## src/rtl/bcd_cal_pkg.sv

```systemverilog
package bcd_cal_pkg;

  typedef struct packed {
    logic [7:0] year;
    logic [7:0] month;
    logic [7:0] mday;
    logic [2:0] wday;
    logic [7:0] hours;
    logic [7:0] mins;
    logic [7:0] secs;
  } cal_t;

  localparam int WI_SEC   = 0;
  localparam int WI_MIN   = 1;
  localparam int WI_HOUR  = 2;
  localparam int WI_WDAY  = 3;
  localparam int WI_MDAY  = 4;
  localparam int WI_MONTH = 5;
  localparam int WI_YEAR  = 6;
  localparam int N_WR     = 7;

  // add one to a two-digit BCD value
  function automatic logic [7:0] bcd_inc(input logic [7:0] v);
    if (v[3:0] >= 4'd9) return {v[7:4] + 4'd1, 4'h0};
    else                return {v[7:4], v[3:0] + 4'd1};
  endfunction

  // wrap to base at top, otherwise add one
  function automatic logic [7:0] bcd_step(input logic [7:0] v,
                                          input logic [7:0] top,
                                          input logic [7:0] base);
    return (v == top) ? base : bcd_inc(v);
  endfunction

  // divisible by four: even tens need units 0/4/8, odd tens need 2/6
  function automatic logic leap_yr(input logic [7:0] y);
    if (y[4]) return (y[3:0] == 4'd2) || (y[3:0] == 4'd6);
    else      return (y[3:0] == 4'd0) || (y[3:0] == 4'd4) || (y[3:0] == 4'd8);
  endfunction

  function automatic logic [7:0] last_day(input logic [7:0] m, input logic [7:0] y);
    case (m)
      8'h02:                      return leap_yr(y) ? 8'h29 : 8'h28;
      8'h04, 8'h06, 8'h09, 8'h11: return 8'h30;
      default:                    return 8'h31;
    endcase
  endfunction

endpackage

```

## src/rtl/bcd_cal_prescaler.sv

```systemverilog
module bcd_cal_prescaler #(
  parameter int PRE_LO     = 128,
  parameter int PRE_HI     = 128,
  parameter int SYNC_TICKS = 32
) (
  input  logic clk,
  input  logic rst_n,
  input  logic tick_en,
  input  logic clr_pre,
  input  logic clr_half,
  output logic half_sec,
  output logic sync,
  output logic sec_step
);
  localparam int HALF    = PRE_LO * PRE_HI;
  localparam int PER_SEC = 2 * HALF;
  localparam int LO_W    = (PRE_LO > 2) ? $clog2(PRE_LO) : 1;
  localparam int HI_W    = (PRE_HI > 2) ? $clog2(PRE_HI) : 1;
  localparam int POS_W   = $clog2(PER_SEC + 1);

  logic [LO_W-1:0]  lo;
  logic [HI_W-1:0]  hi;
  logic             half_q;
  logic             lo_wrap, hi_wrap;
  logic [POS_W-1:0] pos;

  // internal events, named for the assertions
  assign lo_wrap  = tick_en && (lo == LO_W'(PRE_LO - 1));
  assign hi_wrap  = lo_wrap && (hi == HI_W'(PRE_HI - 1));
  assign sec_step = hi_wrap && half_q;

  always_comb begin
    pos  = (half_q ? POS_W'(HALF) : '0) + POS_W'(hi) * POS_W'(PRE_LO) + POS_W'(lo);
    sync = (pos >= POS_W'(PER_SEC - SYNC_TICKS));
  end

  always_ff @(posedge clk) begin
    if (!rst_n) begin
      lo     <= '0;
      hi     <= '0;
      half_q <= 1'b0;
    end else begin
      if (clr_pre)       lo <= '0;
      else if (tick_en)  lo <= lo_wrap ? '0 : lo + LO_W'(1);
      if (clr_pre)       hi <= '0;
      else if (lo_wrap)  hi <= hi_wrap ? '0 : hi + HI_W'(1);
      if (clr_half)      half_q <= 1'b0;
      else if (hi_wrap)  half_q <= ~half_q;
    end
  end

  assign half_sec = half_q;

  AST_PRE_CLEARED: assert property (@(posedge clk) disable iff (!rst_n)
    clr_pre |=> (lo == '0) && (hi == '0));
  AST_HALF_WRITE_CLR: assert property (@(posedge clk) disable iff (!rst_n)
    clr_half |=> !half_sec);
  AST_HALF_ONLY_SEC: assert property (@(posedge clk) disable iff (!rst_n)
    (!clr_half && !hi_wrap) |=> $stable(half_sec));
  AST_PRE_IDLE: assert property (@(posedge clk) disable iff (!rst_n)
    (!tick_en && !clr_pre && !clr_half) |=> $stable({lo, hi, half_q}));
  AST_SYNC_AT_STEP: assert property (@(posedge clk) disable iff (!rst_n)
    sec_step |-> sync);
endmodule

```

## src/rtl/bcd_cal_fields.sv

```systemverilog
module bcd_cal_fields
  import bcd_cal_pkg::*;
(
  input  logic            clk,
  input  logic            rst_n,
  input  logic            sec_step,
  input  logic [N_WR-1:0] wr_sel,
  input  logic [7:0]      wr_data,
  output cal_t            now
);
  cal_t nxt;
  logic sec_wrap, min_wrap, day_step, day_wrap, mon_wrap;

  // carry chain, named for the assertions
  assign sec_wrap = sec_step && (now.secs  == 8'h59);
  assign min_wrap = sec_wrap && (now.mins  == 8'h59);
  assign day_step = min_wrap && (now.hours == 8'h23);
  assign day_wrap = day_step && (now.mday  == last_day(now.month, now.year));
  assign mon_wrap = day_wrap && (now.month == 8'h12);

  always_comb begin
    nxt = now;
    if (sec_step) nxt.secs  = bcd_step(now.secs,  8'h59, 8'h00);
    if (sec_wrap) nxt.mins  = bcd_step(now.mins,  8'h59, 8'h00);
    if (min_wrap) nxt.hours = bcd_step(now.hours, 8'h23, 8'h00);
    if (day_step) begin
      nxt.wday = (now.wday == 3'd6) ? 3'd0 : now.wday + 3'd1;
      nxt.mday = day_wrap ? 8'h01 : bcd_inc(now.mday);
    end
    if (day_wrap) nxt.month = bcd_step(now.month, 8'h12, 8'h01);
    if (mon_wrap) nxt.year  = bcd_step(now.year,  8'h99, 8'h00);
    // a write replaces the value of its own field only
    if (wr_sel[WI_SEC])   nxt.secs  = wr_data;
    if (wr_sel[WI_MIN])   nxt.mins  = wr_data;
    if (wr_sel[WI_HOUR])  nxt.hours = wr_data;
    if (wr_sel[WI_WDAY])  nxt.wday  = wr_data[2:0];
    if (wr_sel[WI_MDAY])  nxt.mday  = wr_data;
    if (wr_sel[WI_MONTH]) nxt.month = wr_data;
    if (wr_sel[WI_YEAR])  nxt.year  = wr_data;
  end

  always_ff @(posedge clk) begin
    if (!rst_n) begin
      now <= '{year: 8'h00, month: 8'h01, mday: 8'h01, wday: 3'd0,
               hours: 8'h00, mins: 8'h00, secs: 8'h00};
    end else begin
      now <= nxt;
    end
  end

  AST_SEC_WRAP: assert property (@(posedge clk) disable iff (!rst_n)
    (sec_wrap && !wr_sel[WI_SEC]) |=> (now.secs == 8'h00));
  AST_HOUR_WRAP: assert property (@(posedge clk) disable iff (!rst_n)
    (day_step && !wr_sel[WI_HOUR]) |=> (now.hours == 8'h00));
  AST_WDAY_WRAP: assert property (@(posedge clk) disable iff (!rst_n)
    (day_step && now.wday == 3'd6 && !wr_sel[WI_WDAY]) |=> (now.wday == 3'd0));
  AST_FEB_LEAP: assert property (@(posedge clk) disable iff (!rst_n)
    (day_step && !wr_sel[WI_MDAY] && now.month == 8'h02 && now.mday == 8'h28
     && now.year[1:0] == 2'b00 && !now.year[4]) |=> (now.mday == 8'h29));
  AST_YEAR_WRAP: assert property (@(posedge clk) disable iff (!rst_n)
    (mon_wrap && now.year == 8'h99 && !wr_sel[WI_YEAR]) |=> (now.year == 8'h00));
  AST_WR_HOUR: assert property (@(posedge clk) disable iff (!rst_n)
    wr_sel[WI_HOUR] |=> (now.hours == $past(wr_data)));
  AST_FIELDS_IDLE: assert property (@(posedge clk) disable iff (!rst_n)
    (!sec_step && wr_sel == '0) |=> $stable(now));
endmodule

```

## src/rtl/bcd_calendar.sv

```systemverilog
module bcd_calendar
  import bcd_cal_pkg::*;
#(
  parameter int PRE_LO     = 128,
  parameter int PRE_HI     = 128,
  parameter int SYNC_TICKS = 32
) (
  input  logic       clk,
  input  logic       rst_n,
  input  logic       tick_en,
  input  logic       wr_sec,
  input  logic       wr_min,
  input  logic       wr_hour,
  input  logic       wr_wday,
  input  logic       wr_mday,
  input  logic       wr_month,
  input  logic       wr_year,
  input  logic [7:0] wr_data,
  output logic [7:0] secs,
  output logic [7:0] mins,
  output logic [7:0] hours,
  output logic [2:0] wday,
  output logic [7:0] mday,
  output logic [7:0] month,
  output logic [7:0] year,
  output logic       half_sec,
  output logic       sync
);
  logic [N_WR-1:0] wr_sel;
  logic            sec_step;
  cal_t            now;

  assign wr_sel = {wr_year, wr_month, wr_mday, wr_wday, wr_hour, wr_min, wr_sec};

  bcd_cal_prescaler #(
    .PRE_LO(PRE_LO), .PRE_HI(PRE_HI), .SYNC_TICKS(SYNC_TICKS)
  ) u_pre (
    .clk      (clk),
    .rst_n    (rst_n),
    .tick_en  (tick_en),
    .clr_pre  (wr_sec | wr_min),
    .clr_half (wr_sec),
    .half_sec (half_sec),
    .sync     (sync),
    .sec_step (sec_step)
  );

  bcd_cal_fields u_fields (
    .clk      (clk),
    .rst_n    (rst_n),
    .sec_step (sec_step),
    .wr_sel   (wr_sel),
    .wr_data  (wr_data),
    .now      (now)
  );

  assign secs  = now.secs;
  assign mins  = now.mins;
  assign hours = now.hours;
  assign wday  = now.wday;
  assign mday  = now.mday;
  assign month = now.month;
  assign year  = now.year;

  AST_STEP_IN_SYNC: assert property (@(posedge clk) disable iff (!rst_n)
    (secs != $past(secs) && !$past(wr_sec)) |-> $past(sync));
endmodule

```

## config.mk

```make
export PLATFORM = sky130hd
export DESIGN_NAME = bcd_calendar
export DESIGN_NICKNAME = d
export VERILOG_FILES = /design/src/rtl/bcd_cal_pkg.sv /design/src/rtl/bcd_cal_prescaler.sv /design/src/rtl/bcd_cal_fields.sv /design/src/rtl/bcd_calendar.sv
export SDC_FILE = /design/constraint.sdc
export NUM_CORES = 1
export LEC_CHECK = 0
export BUFFER_PORTS_ARGS = -buffer_cell sky130_fd_sc_hd__buf_2
export CAP_MARGIN = 25
export CORE_MARGIN = 1
export CORE_UTILIZATION = 39
export CTS_CLUSTER_SIZE = 40
export DETAILED_ROUTE_END_ITERATION = 10
export PLACE_DENSITY = 0.68
export SYNTH_ARGS = -nofsm -noshare
export SYNTH_HDL_FRONTEND = slang
export SYNTH_HIERARCHICAL = 1
export SYNTH_SLANG_ARGS = --single-unit
```

## constraint.sdc

```tcl
create_clock -name clk -period 3.4 [get_ports clk]
set_clock_uncertainty 0.2 [all_clocks]
set_input_delay 0.34 -clock clk [delete_from_list [all_inputs] [get_ports clk]]
set_output_delay 0.34 -clock clk [all_outputs]
set_load 0.03 [all_outputs]
```

==> flow_summary.toml <==
[run_status]
status = "finished, final reports clean"

[timing]
period_needed_ns = 3.14
worst_pin_slew_ns = 0.575
fin_tns_setup_ns = 0
slew_headroom_pct = 61.6
slew_viol_final = 0
finalCritPeriodShare_pct = 92.2
fmax_mhz = 319
final-setup-viol-count = 0
hold_viol = 0
rsz0062_at_grt = "no"

[detailed_routing]
num_vias = 4377
wl_um = 12000
drc = 0
dr.first_iter.drc_count = 304
antenna_left = 0
wl_per_cell_um = 15.7
routed_via_density = 5.74
first_pass_iters = 4

[cts]
cts.sinks = 66
ctsResizeCount = 0
max-clock-path-buffers = 2
cts_hold_buffers = 0
cts_tree = "yes"
clk_latency_ns = 0.36
h-tree-depth = 3
cts_buffers = 9
clk_pin_slew_ns = 0.08
post_cts_buffers = 0
root_buffer = "clkbuf_8"

[floorplan]
boundaryPins = 71
row_count = 38
die_h_um = 108
die-width_um = 108
dieArea_sq_mm = 0.0116
core_area_sq_mm = 0.0109
initial_core_util_pct = 40.1

[synthesis]
syn_area_per_cell_sq_um = 7.91
synth_area_sq_mm = 0.00437
ys_top_cells_by_area = "dfxtp_1, ha_1, o21ai_0"
syn_inst = 552
synth_edf_count = 0
ys_types = 66
synth-async-reset-ratio_pct = 0
synth_seq_area_share_pct = 30.3
ys_ff_latch = 66
yosysWarnings = 6
synth.most_common_cell = "dfxtp_1"
synth_common_cells = "dfxtp_1, nor2_1, o21ai_0, nand2_1, a21oi_1"
yosys.area.top_type = "dfxtp_1"
synth_flop_cell = "dfxtp_1"
synth_top_area_share_pct = 30.3
synth.net_count = 606

[critical_path]
r2r-end = "u_fields/now[45]"
crit_path_end_kind = "flop"
crit_path_frequent_cell = "nand3_1"
path_cells = "ha_1 > nand3_1 > or2_4 > nor3_1 > nand3_1 > nor2_1 > nand2_1 > nor4b_1 > o211ai_1 > and4_1 > a311o_1"
path_class = "reg -> reg"
reg2reg_slack_ns = 0.26
critPathArrivalTime_ns = 3.17
crit_required_ns = 3.43
crit_path_start_kind = "flop"
cp_max_fo = 5
timing.rr.start = "u_pre/lo[0]"
reg2reg_depth = 11
slowest_delay_ns = 0.38
critical_path.slowest_cell = "dfxtp_1"

[layout]
final_core_util_pct = 46.2
final_layout_size_suffix_gt1_share_pct = 17.0
finalNonFillerCells = 763
design_area_sq_mm = 0.00503
area_delta_synth_final_pct = 15.2
diodes = 0
layout.nets = 672

[power]
totalPowerFinal_mw = 1.81
vdd_ir_drop_max_mv = 0.193
powerDensity_mw_per_mm2 = 359
p_leak_nw = 2.02

[placed_design]
dpl_cell_area_sq_mm = 0.00486
io_buffers = 70
place_inst = 747
place_hpwl_um = 8530
gp_congestion = 0.884

[global_routing]
grt_pass1_wl_um = 19100
grt_max_degree = 24
antenna_found_initial = 0
track_usage_pct = 21.1
grt_pass1_vias = 3969
grt_overflow = 0

[hold_path]
whs_path_depth = 3
hold_end = "u_fields/now[26]"
worstHoldStart = "wr_wday"
min_path_type = "in -> reg"

[run]
cap_violations = 0
==> cells in the final DEF (no fill, tap or decap), types with 7 or more instances in the layout <==
| cell type | Yosys | routed |
|---|---|---|
| buf_4 | 1 | 9 |
| and3_1 | 8 | 8 |
| a31oi_1 | 11 | 11 |
| ha_1 | 36 | 36 |
| inv_1 | 31 | 31 |
| clkbuf_8 | 0 | 9 |
| a21oi_1 | 39 | 39 |
| xor2_1 | 7 | 7 |
| nor2_1 | 51 | 51 |
| a211oi_1 | 15 | 15 |
| xnor2_1 | 8 | 8 |
| buf_2 | 0 | 70 |
| nand3_1 | 25 | 25 |
| nand4_1 | 7 | 7 |
| dfxtp_1 | 66 | 66 |
| nor3_1 | 16 | 16 |
| nor4b_1 | 7 | 7 |
| nand2_1 | 42 | 42 |
| o21ai_0 | 44 | 44 |
| nor3b_1 | 10 | 10 |
==> kinds of logic after synthesis <==
| kind of cell | Yosys count | synth area share [%] |
|---|---|---|
| mux | 7 | 1.63 |
| buf+inv | 56 | 4.90 |
| fa+ha+maj | 36 | 10.3 |
| xor+xnor | 15 | 3.01 |
| simple gates | 215 | 27.2 |
| compound gates | 157 | 22.6 |
| flops | 66 | 30.3 |
==> metal layers <==
metal | up-vias | global-route usage (%) | share of wire, %
met5 | - | 0 | 0
met4 | 0 | 10.9 | 2.5
met3 | 21 | 3.03 | 5.1
met2 | 148 | 34.4 | 47
met1 | 2052 | 26.8 | 45
li1 | 2156 | - | -
==> per-stage QoR <==
stage                     worst slack, ns  hold WS, ns
after floorplan                     0.353        0.263
after global placement              0.437        0.292
after detailed placement            0.315        0.293
after CTS                           0.304       0.0754
after global routing               0.0926        0.113
final                               0.264       0.0977
==> where the power goes <==
| group | leakage, nW | switching [mW] | internal [mW] |
|---|---|---|---|
| logic | 1.40 | 0.233 | 0.119 |
| registers | 0.542 | 0.0600 | 0.810 |
| clock network | 0.0831 | 0.322 | 0.262 |
| total | 2.02 | 0.616 | 1.19 |
==> registers in the layout, indices dropped and copies added, names as in the netlist <==
name / cells
u_pre/lo: 7
u_pre/half_sec: 1
u_pre/hi: 7
u_fields/now: 51
==> worst max-delay path, delay by kind of cell (launching register included) <==
family,cells,cell delay [ns]
fa+ha+maj,1,0.19
simple gates,8,1.71
flops,1,0.38
compound gates,2,0.53
==> cell type report <==
class	instances	area, sq um
flip-flops and latches	66	1320
repair buffers	79	418
clock inverters	5	31.3
well taps	140	175
fillers	1080	5860
inverters	32	120
multi-input cells	430	2830
clock buffers	11	131
==> how the worst max path moves through the flow <==
stage	start	endpoint
finish	u_pre/lo[0]	u_fields/now[45]
global route	u_pre/lo[1]	u_fields/now[45]
CTS	u_pre/lo[0]	u_fields/now[45]
detailed placement	u_pre/lo[4]	u_fields/now[45]
global placement	u_pre/lo[0]	u_fields/now[45]
floorplan	u_pre/lo[0]	u_fields/now[50]
No activity file was read; power rests on OpenSTA's default activity.
